--- config.mk ---
export PLATFORM = sky130hd
export DESIGN_NAME = status_word_reg
export DESIGN_NICKNAME = d
export VERILOG_FILES = /design/src/rtl/psw_pkg.sv /design/src/rtl/psw_result_flags.sv /design/src/rtl/psw_sticky_eval.sv /design/src/rtl/status_word_reg.sv
export SDC_FILE = /design/constraint.sdc
export NUM_CORES = 1
export LEC_CHECK = 0
export BUFFER_PORTS_ARGS = -buffer_cell sky130_fd_sc_hd__buf_2
export CAP_MARGIN = 30
export CORE_ASPECT_RATIO = 0.8
export CORE_MARGIN = 2
export CORE_UTILIZATION = 35
export CTS_CLUSTER_SIZE = 40
export DETAILED_ROUTE_END_ITERATION = 8
export PLACE_DENSITY = 0.83
export SLEW_MARGIN = 40
export SYNTH_ARGS = -nofsm -noshare
export SYNTH_HDL_FRONTEND = slang
export SYNTH_SLANG_ARGS = --single-unit
--- constraint.sdc ---
create_clock -name clk -period 3.8 [get_ports clk]
set_input_delay 0.76 -clock clk [delete_from_list [all_inputs] [get_ports clk]]
set_output_delay 0.76 -clock clk [all_outputs]
set_load 0.01 [all_outputs]
--- src/rtl/psw_pkg.sv ---
package psw_pkg;
  localparam int unsigned PSW_W  = 16;
  localparam int unsigned B_C    = 0;
  localparam int unsigned B_V    = 1;
  localparam int unsigned B_Z    = 2;
  localparam int unsigned B_N    = 3;
  localparam int unsigned B_T    = 4;
  localparam int unsigned B_S    = 5;
  localparam int unsigned B_I    = 6;
  localparam int unsigned B_RSV  = 7;
  localparam logic [PSW_W-1:0] PSW_RESET = 16'h0020;

  typedef enum logic [1:0] {
    OPC_OTHER = 2'd0,
    OPC_ARITH = 2'd1,
    OPC_LSR   = 2'd2,
    OPC_ASR   = 2'd3
  } op_class_e;

  typedef struct packed {
    logic n;
    logic z;
    logic v;
    logic c;
  } res_flags_t;
endpackage

--- src/rtl/psw_result_flags.sv ---
module psw_result_flags #(
  parameter int unsigned DW = 16
) (
  input  logic [DW-1:0]        result,
  input  logic                 alu_carry,
  input  logic                 alu_ovf,
  output psw_pkg::res_flags_t  flags
);
  always_comb begin
    flags.n = result[DW-1];
    flags.z = (result == '0);
    flags.v = alu_ovf;
    flags.c = alu_carry;
  end
endmodule

--- src/rtl/psw_sticky_eval.sv ---
module psw_sticky_eval #(
  parameter int unsigned DW = 16,
  parameter int unsigned CW = $clog2(DW) + 1
) (
  input  psw_pkg::op_class_e op,
  input  logic [DW-1:0]      shift_lost,
  input  logic [CW-1:0]      shift_cnt,
  output logic               sticky
);
  logic is_rshift;
  logic any_lost;

  assign is_rshift = (op == psw_pkg::OPC_LSR) || (op == psw_pkg::OPC_ASR);
  assign any_lost  = |shift_lost;
  assign sticky    = is_rshift && (shift_cnt != '0) && any_lost;
endmodule

--- src/rtl/status_word_reg.sv ---
module status_word_reg #(
  parameter int unsigned DW = 16,
  parameter int unsigned CW = $clog2(DW) + 1
) (
  input  logic                       clk,
  input  logic                       rst,
  input  logic [1:0]                 op_class,
  input  logic [DW-1:0]              result,
  input  logic                       alu_carry,
  input  logic                       alu_ovf,
  input  logic [DW-1:0]              shift_lost,
  input  logic [CW-1:0]              shift_cnt,
  input  logic                       int_entry,
  input  logic                       wr_en,
  input  logic [psw_pkg::PSW_W-1:0]  wr_data,
  output logic [psw_pkg::PSW_W-1:0]  psw,
  output logic                       int_en,
  output logic                       sup_stack
);
  import psw_pkg::*;

  op_class_e  op;
  res_flags_t rf;
  logic       t_next;
  logic       upd_nzvc;
  logic [PSW_W-1:0] psw_q;

  assign op       = op_class_e'(op_class);
  assign upd_nzvc = (op != OPC_OTHER);

  psw_result_flags #(.DW(DW)) u_rflags (
    .result    (result),
    .alu_carry (alu_carry),
    .alu_ovf   (alu_ovf),
    .flags     (rf)
  );

  psw_sticky_eval #(.DW(DW), .CW(CW)) u_sticky (
    .op         (op),
    .shift_lost (shift_lost),
    .shift_cnt  (shift_cnt),
    .sticky     (t_next)
  );

  always_ff @(posedge clk) begin
    if (rst) begin
      psw_q <= PSW_RESET;
    end else begin
      if (wr_en) begin
        psw_q        <= wr_data;
        psw_q[B_RSV] <= 1'b0;
      end else begin
        if (upd_nzvc) begin
          psw_q[B_N] <= rf.n;
          psw_q[B_Z] <= rf.z;
          psw_q[B_V] <= rf.v;
          psw_q[B_C] <= rf.c;
        end
        psw_q[B_T] <= t_next;
      end
      if (int_entry) psw_q[B_S] <= 1'b1;
    end
  end

  assign psw       = psw_q;
  assign int_en    = psw_q[B_I];
  assign sup_stack = psw_q[B_S];
endmodule

==> impl_metrics.json, run 1 <==
{
  "largest_register_ffs": 15,
  "ys_seq_elements": 15,
  "antenna_cells": 0,
  "rsz0062_at_grt": "false",
  "die_height_um": 43.8,
  "ios": 79,
  "cts_sinks": 15,
  "place_area_sq_mm": 0.00106,
  "switching_power_mw": 0.0821,
  "ys.flop_type": "dfxtp_1",
  "maxCapViolCount": 0,
  "power.density_mw_per_mm2": 303,
  "clkPwrFrac_pct": 26.2,
  "place_congestion": 0.757,
  "finalHoldViolCount": 0,
  "synth_edf_count": 0,
  "cts_htree_levels": 1,
  "layout-drive-gt1-share_pct": 54.8,
  "seqPwrFrac_pct": 52.0,
  "grt_pass1_wl_um": 2990,
  "fin_skew_ns": 0,
  "ir_drop_mv": 0.196,
  "netlist_area_sq_um": 693,
  "cpMaxStageDelayCell": "or4_1",
  "outcome": "complete, no violations",
  "viasPerCell": 4.88,
  "critPathMaxStageDelay_ns": 0.45,
  "finalWirelength_um": 2020,
  "drt_iter0_drc": 15,
  "cp_cell_sequence": "buf_2, nor3_1, or4_1, o32ai_2",
  "cts_tree": "built",
  "vias": 829,
  "worstSetupEndpointType": "flip-flop",
  "synth.yosys.seq_area_share_pct": 43.3,
  "synth_nets": 135,
  "post_drt_wl_per_cell_um": 11.9,
  "critical_path_class": "in2reg",
  "overflow": 0,
  "drc": 0,
  "cts_buffer_depth": 2,
  "die_w_um": 53.8,
  "crit_buf_inv": 1,
  "yosys_warnings": 0,
  "slew_viol_final": 0,
  "clockRootBuffer": "clkbuf_4",
  "syn_to_final_growth_pct": 56.7,
  "grtUsageTotal_pct": 17.9,
  "finalWorstPathRequiredPeriod_ns": 1.83,
  "hold_class": "reg2reg",
  "setup_viol": 0,
  "yosys-top-cells-area": "dfxtp_1 (43%), mux2i_1 (19%), nor2_1 (7.0%), nor4_1 (5.4%), or4_1 (4.3%)",
  "fin_setup_tns_ns": 0,
  "die_area_sq_mm": 0.00235,
  "switching_share_pct": 24.9,
  "initial_core_util_pct": 37.0,
  "postRouteAntennaNets": 0,
  "synthCells": 74,
  "grt_max_degree": 20,
  "period_share_pct": 48.2,
  "nets": 208,
  "cts_inserted_buffers": 3,
  "grt_pass1_vias": 806,
  "rows": 14,
  "critical_path_required_ns": 3.99,
  "clock.fmax_ghz": 0.546,
  "synth.most_common_cell": "dfxtp_1",
  "synth_common_cells": "dfxtp_1 (15), mux2i_1 (13), nor2_1 (13)",
  "cp.arrival_ns": 2.02,
  "postSynthAreaPerCell_sq_um": 9.37,
  "start_kind": "primary input",
  "synth_area_leader_cell": "dfxtp_1",
  "synthDistinctLibCells": 19,
  "p_leak_nw": 0.584,
  "final_area_sq_mm": 0.00109,
  "io_buffers": 76,
  "antenna_found_initial": 0,
  "clock_latency_ns": 0.27,
  "post-route-util_pct": 57.9,
  "cp_top_family": "simple AND/OR/NAND/NOR gates",
  "core-area_sq_mm": 0.00187,
  "cts.clk_slew.worst_paths_ns": 0.08,
  "combPwrFrac_pct": 21.8,
  "hold_buffers": 0,
  "post_cts_buffers": 0,
  "dr.pass1.iters": 4,
  "yosysTopAreaCellShare_pct": 43.3,
  "worst-path-max-fanout": 19,
  "ctsResizeCount": 0,
  "place_hpwl_um": 1680,
  "async_reset_ff_share_pct": 0,
  "intPower_mw": 0.247
}
metal layers:
layer | GRT usage, % | vias up | wire (um)
met2 | 35.9 | 44 | 1130
met3 | 4.48 | 4 | 131
li1 | - | 410 | -
met5 | 0 | - | 0
met1 | 14.2 | 371 | 734
met4 | 12.8 | 0 | 24
kinds of logic after synthesis:
group | after synthesis | synth area share [%]
AND/OR/NAND/NOR | 30 | 22.9
flip-flops | 15 | 43.3
multiplexers | 13 | 18.8
buffers and inverters | 8 | 6.32
AO/OA/AOI/OAI | 7 | 8.12
other | 1 | 0.541
cell usage in the layout, fill, tap and decap left out, drive strengths merged, types with 2 or more instances in the layout:
cell type	netlist	routed
nand2	2	2
dfxtp	15	15
buf	5	76
o21ai	2	2
nor2	13	13
or4	4	4
clkbuf	3	4
nor4	6	6
mux2i	13	13
a211oi	3	3
area by class of cell:
cell class | instances | area (sq um)
repair buffers | 76 | 380
clock buffers | 4 | 26.3
fillers | 174 | 788
well taps | 24 | 30.0
flip-flops and latches | 15 | 300
multi-input cells | 51 | 349
through the flow:
stage          std cells  hold slack [ns]  setup slack (ns)  total power [mW]
6_report             170            0.498              1.97             0.330
5_1_grt              170            0.527              1.90             0.351
4_1_cts              170            0.502              1.97             0.336
3_5_place_dp         166            0.480              1.66             0.248
3_3_place_gp         166            0.466              1.74             0.244
2_1_floorplan         74            0.520              1.87             0.207
power by group through the flow:
stage          clock (mW)  sequential (mW)  combinational (mW)
2_1_floorplan           0            0.180              0.0271
3_3_place_gp            0            0.174              0.0700
3_5_place_dp            0            0.175              0.0727
4_1_cts            0.0918            0.171              0.0728
5_1_grt            0.0993            0.172              0.0797
6_report           0.0863            0.171              0.0718
final timing paths:
kind | startpoint | end | cells after the start | slack, ns
worst max-delay path | wr_en | psw[2] | 4 | 1.97
worst min-delay path | psw[14] | psw[14] | 2 | 0.50
worst max register to register | psw[2] | psw[2] | 2 | 3.05
worst min register to register | psw[14] | psw[14] | 2 | 0.50
worst min-delay path: cells and delay by family (launching register included):
| kind | cells | cell delay, ns |
|---|---|---|
| AND/OR/NAND/NOR | 1 | 0.07 |
| multiplexers | 1 | 0.06 |
| flip-flops | 1 | 0.33 |
Note: power is estimated with default switching activity, not from simulation.
==> run 2, diff against run 1 <==
- CORE_UTILIZATION: 35 -> 32
- PLACE_DENSITY: 0.83 -> 0.77
- clock period: 3.8 -> 1.86 ns (I/O delays scaled with it)
==> run 2 against run 1 <==
  * Largest power group unchanged
  * Register-to-register slack worse by 1.9 ns
  * Setup slack worse by 1.5 ns
  * Flip-flop and latch count unchanged
  * Clock power up 110%
  * Utilization down 5.8 points
  * Sequential power up 100%
  * Wire length down 3.1%
==> impl_metrics.json, run 2 (synthesis results as in run 1) <==
{
  "outcome": "complete, no violations",
  "final_cell_mix": "buf_2 (76), dfxtp_1 (15), mux2i_1 (13), nor2_1 (13), nor4_1 (6)",
  "finalWirelength_um": 1960,
  "fin_setup_tns_ns": 0,
  "worstHoldStart": "int_entry",
  "r2r_cells": 2,
  "finalHoldViolCount": 0,
  "grt_pass1_vias": 842,
  "initial_core_util_pct": 33.0,
  "syn_to_final_growth_pct": 58.1,
  "ctsResizeCount": 0,
  "slew_viol_final": 0,
  "vias": 834,
  "rows": 15,
  "power.density_mw_per_mm2": 623,
  "period_share_pct": 75.8,
  "drc": 0,
  "antenna_cells": 0,
  "whs_ns": 0.276,
  "cts_tree": "built",
  "reg2reg_to": "psw[2]",
  "ir_drop_mv": 0.408,
  "rsz0062_at_grt": "false",
  "hold_class": "in2reg",
  "critical_path_required_ns": 2.06,
  "cts.clk_slew.worst_paths_ns": 0.09,
  "overflow": 0,
  "place_hpwl_um": 1720,
  "start_kind": "primary input",
  "die_height_um": 45.6,
  "ios": 79,
  "grt_pass1_wl_um": 3220,
  "grtUsageTotal_pct": 16.2,
  "core-area_sq_mm": 0.00210,
  "hold_buffers": 0,
  "die_w_um": 56.0,
  "final_cells": 172,
  "crit_buf_inv": 1,
  "cpMostUsedCell": "or4_1",
  "cts_inserted_buffers": 3,
  "layout-drive-gt1-share_pct": 55.8,
  "setup_viol": 0,
  "antenna_found_initial": 0,
  "cp.depth": 4,
  "clockRootBuffer": "clkbuf_4",
  "numPlacedInstances": 168,
  "crit-reg2reg-launch": "psw[2]",
  "cts_sinks": 15,
  "nets": 209,
  "cp.arrival_ns": 1.61,
  "critical_path_class": "in2reg",
  "worst-path-max-fanout": 1,
  "fin_skew_ns": 0,
  "clock.fmax_ghz": 0.710,
  "fill_cells": 217,
  "finalWorstPathRequiredPeriod_ns": 1.41,
  "r2r_slack_ns": 1.11,
  "maxCapViolCount": 0,
  "grt_max_degree": 18,
  "io_buffers": 76,
  "cts_buffer_depth": 2,
  "drt_iter0_drc": 10,
  "hold-path-cell-count": 3,
  "post_drt_wl_per_cell_um": 11.4,
  "min_to": "psw[5]",
  "largest_register_ffs": 15,
  "p_leak_nw": 0.591,
  "worstSetupEndpointType": "flip-flop",
  "cp_top_family": "simple AND/OR/NAND/NOR gates",
  "clock_latency_ns": 0.28,
  "final_common_cell": "buf_2",
  "cpMaxStageDelayCell": "or4_1",
  "die_area_sq_mm": 0.00256,
  "dr.pass1.iters": 4,
  "post_cts_buffers": 0,
  "postRouteAntennaNets": 0,
  "viasPerCell": 4.85,
  "cp_cell_sequence": "buf_2, or4_1, or4_1, o32ai_2",
  "cts_htree_levels": 1,
  "place_congestion": 0.744,
  "critPathMaxStageDelay_ns": 0.49
}
run 2: cell count changes in the layout (fill, tap and decap cells not counted), sizes merged:
cell	before	now
clkbuf	4	3
buf	76	77
clkinv	0	1
run 2: worst max-delay path by stage:
stage          endpoint  startpoint  slack, ns
3_3_place_gp     psw[2]   result[5]       0.20
2_1_floorplan    psw[2]   result[5]       0.31
6_report         psw[2]   result[5]       0.45
3_5_place_dp     psw[2]   result[5]       0.16
5_1_grt          psw[2]   result[5]       0.41
4_1_cts          psw[2]   result[5]       0.45
run 2: power by group:
part	internal, mW	switching [mW]
registers	0.341	0.00918
logic	0.0827	0.0647
clock network	0.0798	0.105
total	0.503	0.179
run 2: worst min-delay path, delay by kind of cell:
kind	cells	cell delay [ns]
simple gates	2	0.09
buf+inv	1	0.07
run 2: cell type report:
cell class | count | area, sq um | share of cell area (%)
clock inverters | 1 | 5.00 | 0.457
multi-input cells | 51 | 349 | 31.8
well taps | 25 | 31.3 | 2.85
clock buffers | 3 | 22.5 | 2.05
flip-flops and latches | 15 | 300 | 27.4
repair buffers | 77 | 388 | 35.4
run 2: metrics by stage:
| step | area [sq um] | setup WS, ns | utilization [%] | total power, mW |
|---|---|---|---|---|
| after floorplan | 693 | 0.314 | - | 0.423 |
| after global placement | 1070 | 0.205 | 50.8 | 0.501 |
| after detailed placement | 1070 | 0.162 | 50.8 | 0.508 |
| after CTS | 1100 | 0.449 | 52.1 | 0.691 |
| after global routing | 1100 | 0.411 | 52.1 | 0.728 |
| final | 1100 | 0.451 | 52.1 | 0.682 |
run 2: layer usage:
| layer | GRT usage [%] | up-vias | part of all wire [%] |
|---|---|---|---|
| li1 | - | 410 | - |
| met1 | 14.5 | 379 | 36 |
| met2 | 34.6 | 41 | 56 |
| met3 | 4.83 | 4 | 6.7 |
| met4 | 6.67 | 0 | 1.6 |
| met5 | 0 | - | 0 |
==> run 3, diff against run 2 <==
- CORE_UTILIZATION: 32 -> 29
- PLACE_DENSITY: 0.77 -> 0.74
- clock period: 1.86 -> 1.17 ns (I/O delays scaled with it)
==> run 3 against run 2 <==
  * The flow now finishes with violations (design-rule violations, negative setup slack)
  * Largest power group unchanged
  * Critical path depth did not move
  * Sequential power rose by 59%
  * Utilization fell by 1.1 points
  * Global-route usage fell by 0.80 points
  * Clock skew did not move
  * Register-to-register slack got worse by 0.67 ns
  * Hold slack got worse by 0.14 ns
  * Setup slack got worse by 0.56 ns
  * Flip-flop and latch count did not move
  * Cell count rose by 1.7%
==> impl_metrics.json, run 3 (synthesis results as in run 1) <==
{
  "outcome": "finished, violations left",
  "violations": "design-rule violations, negative setup slack",
  "critPathMaxStageDelay_ns": 0.51,
  "rows": 15,
  "power_mw": 1.08,
  "fill_cells": 233,
  "rsz0062_at_grt": "true",
  "dp_slack_ns": -0.403,
  "numPlacedInstances": 171,
  "ir_drop_mv": 0.422,
  "syn_to_final_growth_pct": 63.2,
  "hold_class": "in2reg",
  "post_drt_wl_per_cell_um": 11.7,
  "final_cell_mix": "buf_2 (75), dfxtp_1 (15), mux2i_1 (13), nor2_1 (13), nor4_1 (6)",
  "grt_pass1_wl_um": 3220,
  "cpMaxStageDelayCell": "or4_4",
  "worstSetupEndpointType": "flip-flop",
  "cts.clk_slew.worst_paths_ns": 0.08,
  "clock_latency_ns": 0.27,
  "cpMostUsedCell": "or4_4",
  "critical_path_required_ns": 1.36,
  "antenna_found_initial": 0,
  "postRouteAntennaNets": 0,
  "clockRootBuffer": "clkbuf_4",
  "final_common_cell": "buf_2",
  "cts_buffer_depth": 2,
  "drc": 2,
  "overflow": 0,
  "die_height_um": 47.7,
  "finalWirelength_um": 2060,
  "io_buffers": 76,
  "grt_pass1_vias": 825,
  "final_cells": 175,
  "power.density_mw_per_mm2": 957,
  "maxCapViolCount": 0,
  "cp_cell_sequence": "buf_6, or4_4, or4_4, o32ai_2",
  "fin_skew_ns": 0,
  "nets": 212,
  "period_share_pct": 109,
  "die_w_um": 58.7,
  "final.setup.worst_slack_ns": -0.105,
  "start_kind": "primary input",
  "ios": 79,
  "core-area_sq_mm": 0.00221,
  "slew_viol_final": 0,
  "cts_sinks": 15,
  "place_hpwl_um": 1760,
  "finalWorstPathRequiredPeriod_ns": 1.28,
  "whs_ns": 0.138,
  "antenna_cells": 0,
  "drt_iter0_drc": 25,
  "p_leak_nw": 0.609,
  "viasPerCell": 4.79,
  "grt_max_degree": 17,
  "clock.fmax_ghz": 0.784,
  "die_area_sq_mm": 0.00280,
  "finalHoldViolCount": 0,
  "worst-path-max-fanout": 1,
  "setup_viol": 1,
  "post_cts_buffers": 0,
  "initial_core_util_pct": 31.3,
  "cp.arrival_ns": 1.46,
  "largest_register_ffs": 15,
  "critical_path_class": "in2reg",
  "place_congestion": 0.819,
  "grtUsageTotal_pct": 15.4,
  "vias": 838,
  "layout-drive-gt1-share_pct": 57.3,
  "cts_inserted_buffers": 3,
  "cts_tree": "built",
  "dr.pass1.iters": 6,
  "cts_htree_levels": 1,
  "seq_area_sq_um": 300,
  "multiInputGateArea_sq_um": 357
}
## run 3: changes by cell type in the layout (fill, tap and decap cells not counted)
cell      change
buf_6         +1
or4_1         -2
or4_4         +2
buf_4         +3
buf_2         -1
clkinv_2      -1
clkbuf_1      +1
## run 3: layout make-up
class	count	area share, %
clock buffers	4	2.32
multi-input cells	51	31.5
flip-flops and latches	15	26.5
well taps	25	2.77
repair buffers	80	36.8
## run 3: worst paths after layout
check / startpoint / to / slack [ns] / depth (start not counted)
max reg2reg: psw[2] / psw[2] / 0.44 / 2
min: int_entry / psw[5] / 0.14 / 3
min reg2reg: psw[13] / psw[13] / 0.50 / 2
max: result[5] / psw[2] / -0.11 / 4
## run 3: report_power, final
part / switching (mW) / internal, mW
combinational: 0.106 / 0.141
clock: 0.147 / 0.132
sequential: 0.0146 / 0.542
## run 3: per-stage QoR
| step | utilization (%) | TNS, ns | area [sq um] |
|---|---|---|---|
| after floorplan | - | -0.238 | 693 |
| after global placement | 49.3 | -0.374 | 1090 |
| after detailed placement | 49.3 | -0.443 | 1090 |
| after CTS | 50.5 | -0.107 | 1120 |
| after global routing | 51.1 | -0.0954 | 1130 |
| final | 51.1 | -0.105 | 1130 |
## run 3: worst max-delay path, delay by kind of cell
family | cells | cell delay (ns)
AND/OR/NAND/NOR | 2 | 0.94
AO/OA/AOI/OAI | 1 | 0.20
buffers and inverters | 1 | 0.09
## run 3: layer usage
layer	track usage (%)	part of all wire (%)
met5	0	0
met4	6.36	2.1
met3	3.51	6.9
met2	33.0	54
met1	14.4	37
## run 3: repair_timing
action / 4_1_cts / 5_1_grt
gates resized for setup: 0 / 3
hold buffers: 0 / 0
cloned: 0 / 0
setup endpoints to repair: 1 / 1
